===== src/rtl/sbox_seq_pkg.sv =====
package sbox_seq_pkg;

  localparam int BYTE_W     = 8;
  localparam int SQ_ROUNDS  = 7;                    // multiply+square pairs for x^254
  localparam int OP_COUNT   = 2 * SQ_ROUNDS + 1;    // inversion products plus affine product
  localparam int OP_CW      = $clog2(OP_COUNT);
  localparam int BIT_CW     = $clog2(BYTE_W);
  localparam int MAC_LAT    = OP_COUNT * BYTE_W;    // cycles from accept to done

  localparam logic [BYTE_W:0] FIELD_POLY = 9'h11B;  // X^8+X^4+X^3+X+1
  localparam logic [BYTE_W:0] RING_POLY  = 9'h101;  // X^8+1, makes the shift a rotation

  typedef struct packed {
    logic [BYTE_W-1:0] mplier;   // shifted right, bit 0 gates the accumulate
    logic [BYTE_W-1:0] mcand;    // shifted left, reduced by the polynomial
    logic [BYTE_W-1:0] acc;      // running sum
  } mac_state_t;

  typedef struct packed {
    mac_state_t        st;
    logic [BYTE_W:0]   poly;
  } mac_op_t;

  // One step of the bit-serial multiply-accumulate.
  function automatic mac_state_t mac_step(mac_state_t s, logic [BYTE_W:0] poly);
    mac_state_t      n;
    logic [BYTE_W:0] sh;
    n.acc    = s.mplier[0] ? (s.acc ^ s.mcand) : s.acc;
    n.mplier = s.mplier >> 1;
    sh       = {s.mcand, 1'b0};
    if (sh[BYTE_W]) sh = sh ^ poly;
    n.mcand  = sh[BYTE_W-1:0];
    return n;
  endfunction

  // Operands of product number idx. prev is the previous product, base the value to invert.
  function automatic mac_op_t op_plan(
    logic              fwd,
    int unsigned       idx,
    logic [BYTE_W-1:0] prev,
    logic [BYTE_W-1:0] base,
    logic [BYTE_W-1:0] fwd_mat,
    logic [BYTE_W-1:0] fwd_add,
    logic [BYTE_W-1:0] inv_mat,
    logic [BYTE_W-1:0] inv_add
  );
    mac_op_t     p;
    int unsigned j;
    p = '0;
    j = fwd ? idx : idx - 1;
    if (fwd && idx == OP_COUNT - 1) begin
      p.st.mplier = prev;
      p.st.mcand  = fwd_mat;
      p.st.acc    = fwd_add;
      p.poly      = RING_POLY;
    end else if (!fwd && idx == 0) begin
      p.st.mplier = base;
      p.st.mcand  = inv_mat;
      p.st.acc    = inv_add;
      p.poly      = RING_POLY;
    end else begin
      p.poly   = FIELD_POLY;
      p.st.acc = '0;
      if (j[0] == 1'b0) begin
        p.st.mplier = (j == 0) ? BYTE_W'(1) : prev;   // running power times the base
        p.st.mcand  = base;
      end else begin
        p.st.mplier = prev;                            // squaring
        p.st.mcand  = prev;
      end
    end
    return p;
  endfunction

endpackage


===== src/rtl/sbox_seq_mac.sv =====
module sbox_seq_mac
  import sbox_seq_pkg::*;
(
  input  logic              clk,
  input  logic              rst_n,
  input  logic              load_i,
  input  mac_op_t           op_i,
  input  logic              step_i,
  output logic [BYTE_W-1:0] prod_o
);

  mac_state_t      st_q;
  mac_state_t      st_nx;
  logic [BYTE_W:0] poly_q;

  always_comb st_nx = mac_step(st_q, poly_q);

  // The result of the step now in flight; on the last step it is the finished product.
  assign prod_o = st_nx.acc;

  always_ff @(posedge clk or negedge rst_n) begin
    if (!rst_n) begin
      st_q   <= '0;
      poly_q <= '0;
    end else if (load_i) begin
      st_q   <= op_i.st;
      poly_q <= op_i.poly;
    end else if (step_i) begin
      st_q   <= st_nx;
    end
  end

endmodule


===== src/rtl/sbox_seq_ctrl.sv =====
module sbox_seq_ctrl
  import sbox_seq_pkg::*;
#(
  parameter logic [BYTE_W-1:0] FWD_MAT = 8'h1F,
  parameter logic [BYTE_W-1:0] FWD_ADD = 8'h63,
  parameter logic [BYTE_W-1:0] INV_MAT = 8'h4A,
  parameter logic [BYTE_W-1:0] INV_ADD = 8'h05
) (
  input  logic              clk,
  input  logic              rst_n,
  input  logic              start_i,
  input  logic              fwd_i,
  input  logic [BYTE_W-1:0] din_i,
  input  logic [BYTE_W-1:0] prod_i,
  output logic              busy_o,
  output logic              load_o,
  output mac_op_t           op_o,
  output logic              step_o,
  output logic              seg_end_o,
  output logic              finish_o
);

  logic              busy_q;
  logic              fwd_q;
  logic [BYTE_W-1:0] base_q;
  logic [OP_CW-1:0]  op_q;
  logic [BIT_CW-1:0] bit_q;
  logic [OP_CW-1:0]  op_nx;
  logic              accept;
  logic              bit_last;
  logic              op_last;
  logic              base_from_prod;
  logic [BYTE_W-1:0] base_eff;

  assign accept         = start_i & ~busy_q;
  assign bit_last       = (bit_q == BIT_CW'(BYTE_W - 1));
  assign op_last        = (op_q == OP_CW'(OP_COUNT - 1));
  assign op_nx          = op_q + OP_CW'(1);
  assign base_from_prod = ~fwd_q & (op_q == '0);   // inverse: affine output is the value to invert
  assign base_eff       = base_from_prod ? prod_i : base_q;

  assign seg_end_o = busy_q & bit_last & ~op_last;
  assign finish_o  = busy_q & bit_last & op_last;
  assign load_o    = accept | seg_end_o;
  assign step_o    = busy_q;
  assign busy_o    = busy_q;

  always_comb begin
    if (accept)
      op_o = op_plan(fwd_i, 0, '0, din_i, FWD_MAT, FWD_ADD, INV_MAT, INV_ADD);
    else
      op_o = op_plan(fwd_q, int'(op_nx), prod_i, base_eff, FWD_MAT, FWD_ADD, INV_MAT, INV_ADD);
  end

  always_ff @(posedge clk or negedge rst_n) begin
    if (!rst_n) begin
      busy_q <= 1'b0;
      fwd_q  <= 1'b0;
      base_q <= '0;
      op_q   <= '0;
      bit_q  <= '0;
    end else if (accept) begin
      busy_q <= 1'b1;
      fwd_q  <= fwd_i;
      base_q <= din_i;
      op_q   <= '0;
      bit_q  <= '0;
    end else if (busy_q) begin
      bit_q <= bit_q + BIT_CW'(1);
      if (bit_last) begin
        if (op_last) begin
          busy_q <= 1'b0;
        end else begin
          op_q <= op_nx;
          if (base_from_prod) base_q <= prod_i;
        end
      end
    end
  end

endmodule


===== src/rtl/sbox_seq.sv =====
module sbox_seq
  import sbox_seq_pkg::*;
#(
  parameter logic [BYTE_W-1:0] FWD_MAT = 8'h1F,
  parameter logic [BYTE_W-1:0] FWD_ADD = 8'h63,
  parameter logic [BYTE_W-1:0] INV_MAT = 8'h4A,
  parameter logic [BYTE_W-1:0] INV_ADD = 8'h05
) (
  input  logic              clk,
  input  logic              rst_n,
  input  logic              start_i,
  input  logic              fwd_i,
  input  logic [BYTE_W-1:0] din_i,
  output logic              busy_o,
  output logic              done_o,
  output logic [BYTE_W-1:0] dout_o
);

  mac_op_t           load_op_w;
  logic              load_w;
  logic              step_w;
  logic              seg_end_w;
  logic              finish_w;
  logic [BYTE_W-1:0] prod_w;
  logic [BYTE_W-1:0] result_q;
  logic              done_q;

  sbox_seq_ctrl #(
    .FWD_MAT (FWD_MAT),
    .FWD_ADD (FWD_ADD),
    .INV_MAT (INV_MAT),
    .INV_ADD (INV_ADD)
  ) u_ctrl (
    .clk       (clk),
    .rst_n     (rst_n),
    .start_i   (start_i),
    .fwd_i     (fwd_i),
    .din_i     (din_i),
    .prod_i    (prod_w),
    .busy_o    (busy_o),
    .load_o    (load_w),
    .op_o      (load_op_w),
    .step_o    (step_w),
    .seg_end_o (seg_end_w),
    .finish_o  (finish_w)
  );

  sbox_seq_mac u_mac (
    .clk    (clk),
    .rst_n  (rst_n),
    .load_i (load_w),
    .op_i   (load_op_w),
    .step_i (step_w),
    .prod_o (prod_w)
  );

  always_ff @(posedge clk or negedge rst_n) begin
    if (!rst_n) begin
      result_q <= '0;
      done_q   <= 1'b0;
    end else begin
      done_q <= finish_w;
      if (finish_w) result_q <= prod_w;
    end
  end

  assign done_o = done_q;
  assign dout_o = result_q;

endmodule


===== config.mk =====
export PLATFORM = sky130hd
export DESIGN_NAME = sbox_seq
export DESIGN_NICKNAME = d
export VERILOG_FILES = /design/src/rtl/sbox_seq_pkg.sv /design/src/rtl/sbox_seq_mac.sv /design/src/rtl/sbox_seq_ctrl.sv /design/src/rtl/sbox_seq.sv
export SDC_FILE = /design/constraint.sdc
export NUM_CORES = 1
export LEC_CHECK = 0
export ABC_AREA = 1
export ABC_CLOCK_PERIOD_IN_PS = 2530
export BUFFER_PORTS_ARGS = -buffer_cell sky130_fd_sc_hd__buf_4
export CAP_MARGIN = 10
export CORE_MARGIN = 2
export CORE_UTILIZATION = 55
export DETAILED_ROUTE_END_ITERATION = 8
export GPL_TIMING_DRIVEN = 0
export PLACE_DENSITY = 0.76
export SYNTH_ARGS = -nofsm -noshare
export SYNTH_HDL_FRONTEND = slang
export SYNTH_SLANG_ARGS = --single-unit

===== constraint.sdc =====
create_clock -name clk -period 2.53 [get_ports clk]
set_clock_uncertainty 0.2 [all_clocks]
set_input_delay 0.253 -clock clk [delete_from_list [all_inputs] [get_ports clk]]
set_output_delay 0.253 -clock clk [all_outputs]
set_load 0.03 [all_outputs]

==> reports/metrics.json <==
{
  "status": {"value": "complete, no violations"},
  "post-cts-setup-buffer-count": {"value": 0},
  "pwr-share-seq": {"value": 0.309},
  "max-cap-violations": {"value": 0},
  "cellPowerDensity": {"value": 1310, "unit": "mW/mm2"},
  "setup_repair_after_global_routing_missed_its_margin": {"value": "false"},
  "cts-buffers-inserted": {"value": 5},
  "required": {"value": 2.54, "unit": "ns"},
  "tightestPinTransition": {"value": 0.663, "unit": "ns"},
  "tritoncts": {"value": "yes"},
  "switchingPower": {"value": 2.31, "unit": "mW"},
  "areaGrowthSynthToFinish": {"value": 12.1, "unit": "%"},
  "min_period": {"value": 2.24, "unit": "ns"},
  "largest_net_degree_at_the_start_of_global_routing": {"value": 53},
  "worst_skew_pair.late_latency": {"value": 0.32, "unit": "ns"},
  "floorplan.die.height": {"value": 80.7, "unit": "um"},
  "drt_first_iter_violations": {"value": 316},
  "synth-seq-area-share": {"value": 0.402},
  "post_synth_num_cell_types": {"value": 42},
  "numPlacedInstances": {"value": 529},
  "finalSetupViolCount": {"value": 0},
  "cts_max_level": {"value": 2},
  "timing.critical_path.max_delay_family": {"value": "buffers and inverters"},
  "finalHoldViolations": {"value": 0},
  "layout.cells.non_filler": {"value": 542},
  "crit_path_start_kind": {"value": "flip-flop"},
  "place_hpwl": {"value": 6130, "unit": "um"},
  "grt_first_pass_wirelength": {"value": 14300, "unit": "um"},
  "tns_setup": {"value": 0, "unit": "ns"},
  "postSynthRegisterBits": {"value": 52},
  "dr_total_vias": {"value": 3000},
  "post_synth_inst_count": {"value": 436},
  "crit_path_cell_trace": {"value": "buf_6, inv_1, ha_1, nand3_2, nand2_4, inv_6, nor2_8, inv_2, buf_6, o21ai_1, nand2_1"},
  "antenna_found_initial": {"value": 0},
  "grt_pass1_vias": {"value": 2838},
  "postLayoutCellArea": {"value": 0.00363, "unit": "mm2"},
  "grt_usage": {"value": 0.292},
  "slew_violations": {"value": 0},
  "post-route-period-util": {"value": 0.886},
  "slew-limit-headroom": {"value": 0.558},
  "total_die_area": {"value": 0.00651, "unit": "mm2"},
  "finalNetCount": {"value": 488},
  "crit_top_cell": {"value": "buf_6"},
  "yosysWarnings": {"value": 0},
  "ant_nets": {"value": 0},
  "timing.fmax": {"value": 446, "unit": "MHz"},
  "antenna_cells": {"value": 0},
  "worst_setup_path_end_kind": {"value": "flip-flop"},
  "cts_num_sinks": {"value": 52},
  "cp.arrival": {"value": 2.25, "unit": "ns"},
  "placementRows": {"value": 27},
  "post_synthesis_instance_area": {"value": 0.00324, "unit": "mm2"},
  "route.detailed.vias_per_inst": {"value": 5.54},
  "share_of_layout_cells_above_drive_strength_1": {"value": 0.157},
  "internal_power": {"value": 2.44, "unit": "mW"},
  "criticalPathCategory": {"value": "reg2reg"},
  "i_o_pins": {"value": 22},
  "placed_area": {"value": 0.00348, "unit": "mm2"},
  "wl_per_cell": {"value": 15.8, "unit": "um"},
  "detailedRoute.firstPassIterationCount": {"value": 5},
  "hold_slack": {"value": 0.0389, "unit": "ns"},
  "syn_area_per_cell": {"value": 7.42, "unit": "um2"},
  "globalRoute.totalOverflow": {"value": 0},
  "sw_frac_of_total": {"value": 0.487},
  "vdd_ir_drop_max": {"value": 664, "unit": "uV"},
  "power.leakage": {"value": 1.93, "unit": "nW"},
  "power.share.clock": {"value": 0.109},
  "drc_errors": {"value": 0},
  "syn-num-nets": {"value": 455},
  "cp_max_fo": {"value": 10},
  "postRouteWirelength": {"value": 8550, "unit": "um"},
  "ctsLongestPathBuffers": {"value": 2},
  "place.port_buffers": {"value": 21},
  "max_stage_delay": {"value": 0.44, "unit": "ns"},
  "initial_core_util": {"value": 0.577},
  "gp_congestion": {"value": 0.971},
  "combinationalPowerShare": {"value": 0.582},
  "die_outline_width": {"value": 80.7, "unit": "um"},
  "total_power": {"value": 4.75, "unit": "mW"},
  "slowest_stage": {"value": "dfrtp_1"},
  "clkTransAtPathRegs": {"value": 0.11, "unit": "ns"},
  "critical_path.n_buffers_inverters": {"value": 5},
  "hold_path.class": {"value": "in2reg"},
  "coreArea": {"value": 0.00561, "unit": "mm2"},
  "root_buffer": {"value": "clkbuf_8"}
}
path summary, 6_finish.rpt:
path / cells past startpoint / to / start / slack, ns
min in group asynchronous: 2 / u_ctrl.op_q[2] / rst_n / 0.28
setup reg to reg: 11 / u_mac.st_nx[22] / u_ctrl.op_q[0] / 0.29
hold / removal: 3 / u_ctrl.base_q[0] / din_i[0] / 0.04
max in group asynchronous: 2 / u_ctrl.base_q[5] / rst_n / 1.38
hold reg to reg: 1 / u_mac.poly_q[0] / u_mac.poly_q[0] / 0.28
setup / recovery: 11 / u_mac.st_nx[22] / u_ctrl.op_q[0] / 0.29
cell type report:
cell class                 instances  area [um2]
fill                             528        1980
buffer                            16         116
inverter                          50         193
clock inverter                     3        25.0
tap                               72        90.1
timing repair buffer              26         208
sequential                        52        1300
clock buffer                       5        68.8
multi-input combinational        318        1630
state kept, by name (all words and copies together) (netlist names):
| signal | cells |
|---|---|
| u_mac.st_q | 17 |
| dout_o | 8 |
| u_ctrl.base_q | 8 |
| u_mac.st_nx | 7 |
| u_ctrl.op_q | 4 |
| u_ctrl.bit_q | 3 |
| u_mac.poly_q | 2 |
| done_o | 1 |
| u_ctrl.busy_o | 1 |
| u_ctrl.fwd_q | 1 |
power groups by stage:
stage | clock (mW) | combinational (mW) | sequential [mW]
floorplan | 0 | 1.94 | 1.54
global placement | 0 | 2.65 | 1.46
detailed placement | 0 | 2.70 | 1.48
CTS | 0.528 | 2.72 | 1.46
global route | 0.552 | 3.10 | 1.51
finish | 0.519 | 2.76 | 1.47
routing by layer:
metal	vias to the layer above	share of wire	track usage
met5	-	0	0
met4	0	0.025	0.0983
met3	15	0.074	0.0483
met2	140	0.45	0.457
met1	1372	0.45	0.415
li1	1473	-	-
logic make-up after synthesis:
family | Yosys count | share of synthesized area
buffers and inverters | 66 | 0.0955
xor gates and xnor gates | 7 | 0.0247
AOI/OAI and AO/OA | 72 | 0.134
DFF | 52 | 0.402
adders and majority gates | 7 | 0.0271
muxes | 1 | 0.00348
and+or+nand+nor | 231 | 0.313
worst register-to-register path, stage by stage, from the launching register on:
cell and delay, ns:
dfrtp_1 0.44, buf_6 0.17, inv_1 0.11, ha_1 0.17, nand3_2 0.12, nand2_4 0.15
inv_6 0.08, nor2_8 0.21, inv_2 0.11, buf_6 0.17, o21ai_1 0.13, nand2_1 0.07
cells in the mapped netlist, drive strengths merged:
cell type	count	area share
mux2	1	0.0035
a221o	1	0.0031
a31oi	6	0.012
o221ai	2	0.0073
a21o	1	0.0023
nand3b	1	0.0023
a22o	2	0.0054
xor2	5	0.014
inv	50	0.060
nand2	151	0.18
a211o	1	0.0027
o21ai	26	0.045
ha	7	0.027
a21oi	26	0.040
o211ai	2	0.0062
nor3b	1	0.0023
nor3	2	0.0066
nand3	36	0.059
xnor2	2	0.011
or2	5	0.0097
o22ai	4	0.0077
nor2	32	0.044
dfrtp	52	0.40
nand4	3	0.0058
clkbuf	6	0.0070
buf	10	0.029
a22oi	1	0.0023
stage by stage:
step	worst slack (ns)	util
floorplan	0.636	-
global route	0.149	0.647
detailed placement	0.304	0.621
finish	0.290	0.647
CTS	0.285	0.647
global placement	0.347	0.621
layout by cell type (no fill, tap or decap), types with 7 or more instances in the layout:
cell type,synthesis,routed
a21oi_1,26,26
buf_4,0,21
buf_6,7,7
dfrtp_1,52,52
ha_1,7,7
inv_1,39,39
inv_2,10,10
nand2_1,146,146
nand3_1,34,34
nor2_1,28,28
o21ai_0,15,15
o21ai_1,7,7
timing repair:
action,CTS,global route
gates resized for setup,0,0
hold buffers,5,0
hold endpoints to repair,56,0
Note: power is estimated with default switching activity, not from simulation.
